--- src/rtl/mc_ctrl_pkg.sv ---
package mc_ctrl_pkg;

   localparam int unsigned ST_W   = 3;
   localparam int unsigned NUM_ST = 6;

   localparam int unsigned OP_NOP   = 0;
   localparam int unsigned OP_ADD   = 1;
   localparam int unsigned OP_SUB   = 2;
   localparam int unsigned OP_LOAD  = 3;
   localparam int unsigned OP_STORE = 4;

   localparam int unsigned ALU_ADD = 0;
   localparam int unsigned ALU_SUB = 1;

   typedef enum logic [ST_W-1:0] {
      ST_FETCH  = 3'd0,
      ST_DECODE = 3'd1,
      ST_ADD    = 3'd2,
      ST_SUB    = 3'd3,
      ST_MADDR  = 3'd4,
      ST_MREAD  = 3'd5
   } mc_state_e;

   typedef struct packed {
      logic pc_step;
      logic mem_rd;
      logic mem_wr;
      logic rf_we;
      logic rf_src_mem;
      logic instr_latch;
   } mc_strobe_t;

endpackage

--- src/rtl/mc_ctrl_next.sv ---
module mc_ctrl_next
   import mc_ctrl_pkg::*;
#(
   parameter int unsigned OPC_W = 4
) (
   input  mc_state_e        state_i,
   input  logic [OPC_W-1:0] opcode_i,
   input  logic [OPC_W-1:0] op_q_i,
   output mc_state_e        next_o
);

   logic live_add, live_sub, live_mem, held_load;

   assign live_add  = (opcode_i == OPC_W'(OP_ADD));
   assign live_sub  = (opcode_i == OPC_W'(OP_SUB));
   assign live_mem  = (opcode_i == OPC_W'(OP_LOAD)) || (opcode_i == OPC_W'(OP_STORE));
   assign held_load = (op_q_i == OPC_W'(OP_LOAD));

   always_comb begin
      next_o = ST_FETCH;
      case (state_i)
         ST_FETCH:  next_o = ST_DECODE;
         ST_DECODE: begin
            if (live_add)      next_o = ST_ADD;
            else if (live_sub) next_o = ST_SUB;
            else if (live_mem) next_o = ST_MADDR;
            else               next_o = ST_FETCH;
         end
         ST_MADDR:  next_o = held_load ? ST_MREAD : ST_FETCH;
         default:   next_o = ST_FETCH;
      endcase
   end

endmodule

--- src/rtl/mc_ctrl_outdec.sv ---
module mc_ctrl_outdec
   import mc_ctrl_pkg::*;
#(
   parameter int unsigned OPC_W = 4,
   parameter int unsigned ALU_W = 2
) (
   input  logic             rst_i,
   input  mc_state_e        state_i,
   input  logic [OPC_W-1:0] op_q_i,
   output mc_strobe_t       strobe_o,
   output logic [ALU_W-1:0] alu_sel_o
);

   logic [ST_W-1:0]   st_raw;
   logic [NUM_ST-1:0] hit;
   logic              held_store;
   logic              run;

   assign st_raw     = state_i;
   assign held_store = (op_q_i == OPC_W'(OP_STORE));
   assign run        = !rst_i;

   for (genvar s = 0; s < NUM_ST; s++) begin : g_hit
      assign hit[s] = (st_raw == ST_W'(s));
   end

   always_comb begin
      strobe_o.pc_step     = run & hit[ST_FETCH];
      strobe_o.instr_latch = run & hit[ST_FETCH];
      strobe_o.mem_rd      = run & (hit[ST_FETCH] | hit[ST_MREAD]);
      strobe_o.mem_wr      = run & hit[ST_MADDR] & held_store;
      strobe_o.rf_we       = run & (hit[ST_ADD] | hit[ST_SUB] | hit[ST_MREAD]);
      strobe_o.rf_src_mem  = run & hit[ST_MREAD];
      alu_sel_o = (run & hit[ST_SUB]) ? ALU_W'(ALU_SUB) : ALU_W'(ALU_ADD);
   end

endmodule

--- src/rtl/mc_ctrl_seq.sv ---
module mc_ctrl_seq
   import mc_ctrl_pkg::*;
#(
   parameter int unsigned OPC_W = 4,
   parameter int unsigned ALU_W = 2
) (
   input  logic             clk_i,
   input  logic             rst_i,
   input  logic [OPC_W-1:0] opcode_i,
   output logic             pc_step_o,
   output logic             mem_rd_o,
   output logic             mem_wr_o,
   output logic [ALU_W-1:0] alu_sel_o,
   output logic             rf_we_o,
   output logic             rf_src_mem_o,
   output logic             instr_latch_o,
   output logic [ST_W-1:0]  state_o
);

   if (OPC_W < 3) begin : g_bad_opc_w
      $error("mc_ctrl_seq: OPC_W must hold opcode value 4");
   end
   if (ALU_W < 1) begin : g_bad_alu_w
      $error("mc_ctrl_seq: ALU_W must be at least 1");
   end

   mc_state_e        state_q, state_d;
   logic [OPC_W-1:0] op_q;
   mc_strobe_t       strobe;

   always_ff @(posedge clk_i) begin
      if (rst_i) begin
         state_q <= ST_FETCH;
         op_q    <= '0;
      end else begin
         state_q <= state_d;
         if (state_q == ST_DECODE) op_q <= opcode_i;
      end
   end

   mc_ctrl_next #(.OPC_W(OPC_W)) u_next (
      .state_i  (state_q),
      .opcode_i (opcode_i),
      .op_q_i   (op_q),
      .next_o   (state_d)
   );

   mc_ctrl_outdec #(.OPC_W(OPC_W), .ALU_W(ALU_W)) u_outdec (
      .rst_i     (rst_i),
      .state_i   (state_q),
      .op_q_i    (op_q),
      .strobe_o  (strobe),
      .alu_sel_o (alu_sel_o)
   );

   assign pc_step_o     = strobe.pc_step;
   assign mem_rd_o      = strobe.mem_rd;
   assign mem_wr_o      = strobe.mem_wr;
   assign rf_we_o       = strobe.rf_we;
   assign rf_src_mem_o  = strobe.rf_src_mem;
   assign instr_latch_o = strobe.instr_latch;
   assign state_o       = state_q;

endmodule

--- config.mk ---
export PLATFORM = sky130hd
export DESIGN_NAME = mc_ctrl_seq
export DESIGN_NICKNAME = d
export VERILOG_FILES = /design/src/rtl/mc_ctrl_pkg.sv /design/src/rtl/mc_ctrl_next.sv /design/src/rtl/mc_ctrl_outdec.sv /design/src/rtl/mc_ctrl_seq.sv
export SDC_FILE = /design/constraint.sdc
export NUM_CORES = 1
export LEC_CHECK = 0
export ABC_AREA = 1
export BUFFER_PORTS_ARGS = -buffer_cell sky130_fd_sc_hd__buf_4
export CAP_MARGIN = 0
export CORE_AREA = 2 2 39 41
export DETAILED_ROUTE_END_ITERATION = 10
export DIE_AREA = 0 0 41 43
export MAX_ROUTING_LAYER = met4
export SYNTH_ARGS = -nofsm -noshare
export SYNTH_HDL_FRONTEND = slang
export SYNTH_SLANG_ARGS = --single-unit
--- constraint.sdc ---
create_clock -name clk_i -period 1.3 [get_ports clk_i]
set_input_delay 0.13 -clock clk_i [delete_from_list [all_inputs] [get_ports clk_i]]
set_output_delay 0.13 -clock clk_i [all_outputs]
set_load 0.01 [all_outputs]
==> qor.yml, run 1 <==
worst_slack_ns: 0.04849
design.die.area_mm2: 0.001763
hpwl_um: 758.3
area_growth_pct: 40.17
period_needed_ns: 1.252
ys_seq_area_frac: 0.3102
arrival_ns: 1.12
setup.worst_path.class: "reg2out"
yosysUniqueCellTypes: 17
fp.dieW_um: 41
cp-startpoint: "state_o[1]"
final_hold_viol_count: 0
cts_tree: "yes"
netlist_instances: 71
cts-hold-fix-buffers: 0
ys_warn_count: 0
grt_pass1_wl_um: 1531
tns_ns: 0
grt_max_degree: 9
drive_gt1_frac: 0.4205
grt_use_total: 0.1324
cts-root-buf: "clkbuf_4"
ir_drop_mv: 0.5390
post-cts-setup-buffers: 0
synth_area_per_cell_um2: 6.362
finClkSkew_ns: 0.004522
cp_max_fo: 5
finalInstanceArea_um2: 633.1
drtIter0Drc: 9
cts-buffers-inserted: 3
syn_nets: 77
cts_buffer_depth: 2
pre_cts_ws_ns: 0.2186
place_area_um2: 569.3
post_cts_resize_count: 2
start_util: 0.3264
io_buffers: 15
fin_crit_sh: 0.9627
first_global_vias: 396
slew_violations: 0
crit_end: "rf_we_o"
setup_viol: 0
cts_num_sinks: 7
row_count: 14
hold_path.class: "in2reg"
wirelength_um: 994
final_cells: 104
antenna_found_initial: 0
final_antenna_net_count: 0
dr.pass1.iters: 3
cap_violations: 0
die_h_um: 43
clk_pin_slew_ns: 0.05
wl_per_cell_um: 9.558
final_common_cell: "nor2_1"
reg2reg_depth: 5
fmax_mhz: 799.0
r2r_slack_ns: 0.28
mostFrequentLayoutCells: "nor2_1, buf_4, nand2_1"
r2r-start: "state_o[2]"
clk_latency_ns: 0.25
synth_area_um2: 451.7
viasPerCell: 4.529
leakage_nw: 0.3117
core-area_mm2: 0.001384
required_ns: 1.17
r2r_end: "op_q[2]"
status: "finished, final reports clean"
end_kind: "output port"
ys_seq_elements: 7
rsz0062_at_grt: "true"
gr-total-overflow: 0
fin_util: 0.4575
power.density_mw_per_mm2: 901.2
placedCellCount: 100
vias: 471
antenna_cells: 0
gp_congestion: 0.7102
start_kind: "flip-flop"
drc_errors: 0
final_nets: 95
io_pins: 17
cts_max_level: 1
## state kept, by name (all words and copies together) (netlist names)
name	cells
state_o	3
op_q	4
## critical path: stages (launching register included)
cell	delay, ns
dfxtp_4	0.37
inv_4	0.07
nand2_4	0.06
inv_2	0.05
nand3_2	0.08
o31ai_2	0.08
buf_4	0.16
## cells in the mapped netlist, drive strengths merged
master  number  share of area
a21oi        3          0.050
nor3         3          0.044
dfxtp        7           0.31
buf          3          0.050
nand2       13           0.12
inv         12           0.10
nor2        20           0.20
conb         1         0.0083
o31ai        1          0.017
o21ai        5          0.055
nand3        3          0.044
## layout make-up
class,count,area (µm²)
Sequential cell,7,148.9
Multi-Input combinational cell,49,270.3
Clock buffer,4,26.28
Inverter,12,47.55
Timing Repair Buffer,16,120.1
Fill cell,150,750.7
Tap cell,16,20.02
## routing by layer
metal | track usage | up-vias | wire length [µm]
li1 | - | 249 | -
met1 | 0.1438 | 207 | 399
met2 | 0.2156 | 15 | 510
met3 | 0.07853 | 0 | 84
met4 | 0 | 0 | 0
met5 | - | - | 0
## through the flow
step           hold WS (ns)  total power [W]
2_1_floorplan        0.1924        0.0003294
3_3_place_gp         0.3347        0.0003741
3_5_place_dp         0.3336        0.0003756
4_1_cts             0.06134        0.0005730
5_1_grt             0.06968        0.0006096
6_report            0.07392        0.0005706
## how the worst min path moves through the flow
stage / start / end / slack, ns / depth (start not counted)
after floorplan: rst_i / state_o[0] / 0.19 / 1
after global placement: rst_i / state_o[0] / 0.33 / 2
after detailed placement: rst_i / state_o[2] / 0.33 / 2
after CTS: rst_i / state_o[0] / 0.06 / 2
after global routing: rst_i / state_o[2] / 0.07 / 2
final: rst_i / state_o[0] / 0.07 / 2
## cell families after synthesis
group           count (synthesis)  synth area share
simple gates                   39            0.4100
buf+inv                        15            0.1496
compound gates                  9            0.1219
flops                           7            0.3102
other cells                     1          0.008302
## where the power goes
| part | internal, W | switching (W) |
|---|---|---|
| Combinational | 0.0000567 | 0.0000748 |
| Clock | 0.000117 | 0.0000749 |
| Sequential | 0.000230 | 0.0000171 |
(Power assumes the default switching activity.)
==> run 2: changes to the inputs <==
- BUFFER_PORTS_ARGS: -buffer_cell sky130_fd_sc_hd__buf_4 -> -buffer_cell sky130_fd_sc_hd__buf_2
- MAX_ROUTING_LAYER: met4 -> default
==> qor.yml, run 2 (synthesized netlist as in run 1, its figures left out) <==
status: "finished, final reports clean"  # unchanged
leakage_nw: 0.3103  # was 0.3117 nW
core-area_mm2: 0.001384  # unchanged
vias: 479  # was 471
setup_viol: 0  # unchanged
grt_pass1_wl_um: 1421  # was 1531 µm
design.die.area_mm2: 0.001763  # unchanged
grt_use_total: 0.1190  # was 0.1324
cp_max_fo: 5  # unchanged
row_count: 14  # unchanged
arrival_ns: 1.09  # was 1.12 ns
dr.pass1.iters: 4  # was 3
final_antenna_net_count: 0  # unchanged
gp_congestion: 0.6464  # was 0.7102
drc_errors: 0  # unchanged
drtIter0Drc: 4  # was 9
antenna_found_initial: 0  # unchanged
largest_reg_flops: 4  # unchanged
r2r-start: "state_o[1]"  # was state_o[2]
power.density_mw_per_mm2: 935.6  # was 901.2 mW/mm²
start_util: 0.3264  # unchanged
path_delay_family: "flip-flops"  # unchanged
cts-root-buf: "clkbuf_4"  # unchanged
area_growth_pct: 32.41  # was 40.17%
finalInstanceArea_um2: 598.1  # was 633.1 µm²
tns_ns: 0  # unchanged
worst_hold_slack_ns: 0.1090  # was 0.07392 ns
ir_drop_mv: 0.5599  # was 0.5390 mV
worst_slack_ns: 0.08240  # was 0.04849 ns
holdPathStages: 2  # unchanged
io_buffers: 15  # unchanged
final_nets: 96  # was 95
first_global_vias: 380  # was 396
whs_endpoint: "state_o[2]"  # was state_o[0]
wirelength_um: 925  # was 994 µm
fmax_mhz: 821.3  # was 799.0 MHz
antenna_cells: 0  # unchanged
place_area_um2: 531.8  # was 569.3 µm²
r2r_end: "op_q[2]"  # unchanged
cp_cell_sequence: "nor3_4, nand2_1, nor2_1, buf_2"  # was inv_4, nand2_4, inv_2, nand3_2, o31ai_2, buf_4
end_kind: "output port"  # unchanged
cts_tree: "yes"  # unchanged
final_common_cell: "nor2_1"  # unchanged
hold_path.class: "in2reg"  # unchanged
crit_path_max_incr_delay_ns: 0.37  # about the same
finClkSkew_ns: 0.002083  # was 0.004522 ns
r2r_slack_ns: 0.19  # was 0.28 ns
final_hold_viol_count: 0  # unchanged
required_ns: 1.17  # about the same
grt_max_degree: 9  # unchanged
cts-hold-fix-buffers: 0  # unchanged
cts-buffers-inserted: 3  # unchanged
setup.worst_path.class: "reg2out"  # unchanged
cp-startpoint: "state_o[1]"  # unchanged
reg2reg_depth: 7  # was 5
hpwl_um: 727.4  # was 758.3 µm
io_pins: 17  # unchanged
cp_slowest_cell: "dfxtp_4"  # unchanged
slew_violations: 0  # unchanged
cts_num_sinks: 7  # unchanged
viasPerCell: 4.562  # was 4.529
path_buf_inv: 1  # was 3
clk_pin_slew_ns: 0.05  # about the same
cts_buffer_depth: 2  # unchanged
hp-start: "rst_i"  # unchanged
pre_cts_ws_ns: 0.2216  # was 0.2186 ns
gr-total-overflow: 0  # unchanged
period_needed_ns: 1.218  # was 1.252 ns
cap_violations: 0  # unchanged
fin_util: 0.4322  # was 0.4575
drive_gt1_frac: 0.4157  # was 0.4205
wl_per_cell_um: 8.810  # was 9.558 µm
fp.dieW_um: 41  # unchanged
die_h_um: 43  # unchanged
mostFrequentLayoutCells: "nor2_1, buf_2, nand2_1"  # was nor2_1, buf_4, nand2_1
top_register: "op_q"  # unchanged
fin_crit_sh: 0.9366  # was 0.9627
start_kind: "flip-flop"  # unchanged
clk_latency_ns: 0.24  # was 0.25 ns
cts_max_level: 1  # unchanged
## run 2: cell count changes in the layout (fill, tap and decap cells not counted)
cell	change
dfxtp_4	-1
dfxtp_2	+1
buf_4	-14
buf_2	+15
nor2_1	+1
nor2_2	-1
## run 2: power by group
group | total (W) | switching (W) | internal, W
clock network | 0.000190 | 0.0000729 | 0.000117
logic | 0.000123 | 0.0000740 | 0.0000486
registers | 0.000247 | 0.0000166 | 0.000231
total | 0.000560 | 0.000164 | 0.000396
## run 2: through the flow
step	power, W	cells
after floorplan	0.0003294	71
after global placement	0.0003617	100
after detailed placement	0.0003629	100
after CTS	0.0005594	104
after global routing	0.0005991	105
final	0.0005596	105
## run 2: layer usage
layer / vias to the layer above / part of all wire / track usage
met3: 2 / 0.077 / 0.06283
met1: 208 / 0.44 / 0.1401
met4: 0 / 0.0065 / 0.02000
met2: 16 / 0.47 / 0.1875
li1: 253 / - / -
met5: - / 0 / 0
## run 2: worst max path at each step
| stage | to | slack [ns] | depth (start not counted) |
|---|---|---|---|
| 6_report | mem_wr_o | 0.08 | 4 |
| 2_1_floorplan | pc_step_o | 0.23 | 4 |
| 3_3_place_gp | rf_we_o | 0.26 | 5 |
| 5_1_grt | rf_we_o | -0.003 | 5 |
| 4_1_cts | mem_rd_o | 0.006 | 6 |
| 3_5_place_dp | mem_rd_o | 0.22 | 6 |
## run 2: cell type report
class | instances | area (µm²)
Clock buffer | 4 | 26.28
Fill cell | 155 | 785.8
Inverter | 12 | 47.55
Multi-Input combinational cell | 49 | 267.8
Sequential cell | 7 | 146.4
Tap cell | 16 | 20.02
Timing Repair Buffer | 17 | 90.09
## run 2: timing repair
action | CTS | global route
gates resized for setup | 2 | 10
pin swaps | 0 | 0
setup endpoints to repair | 2 | 6
setup buffers | 0 | 1
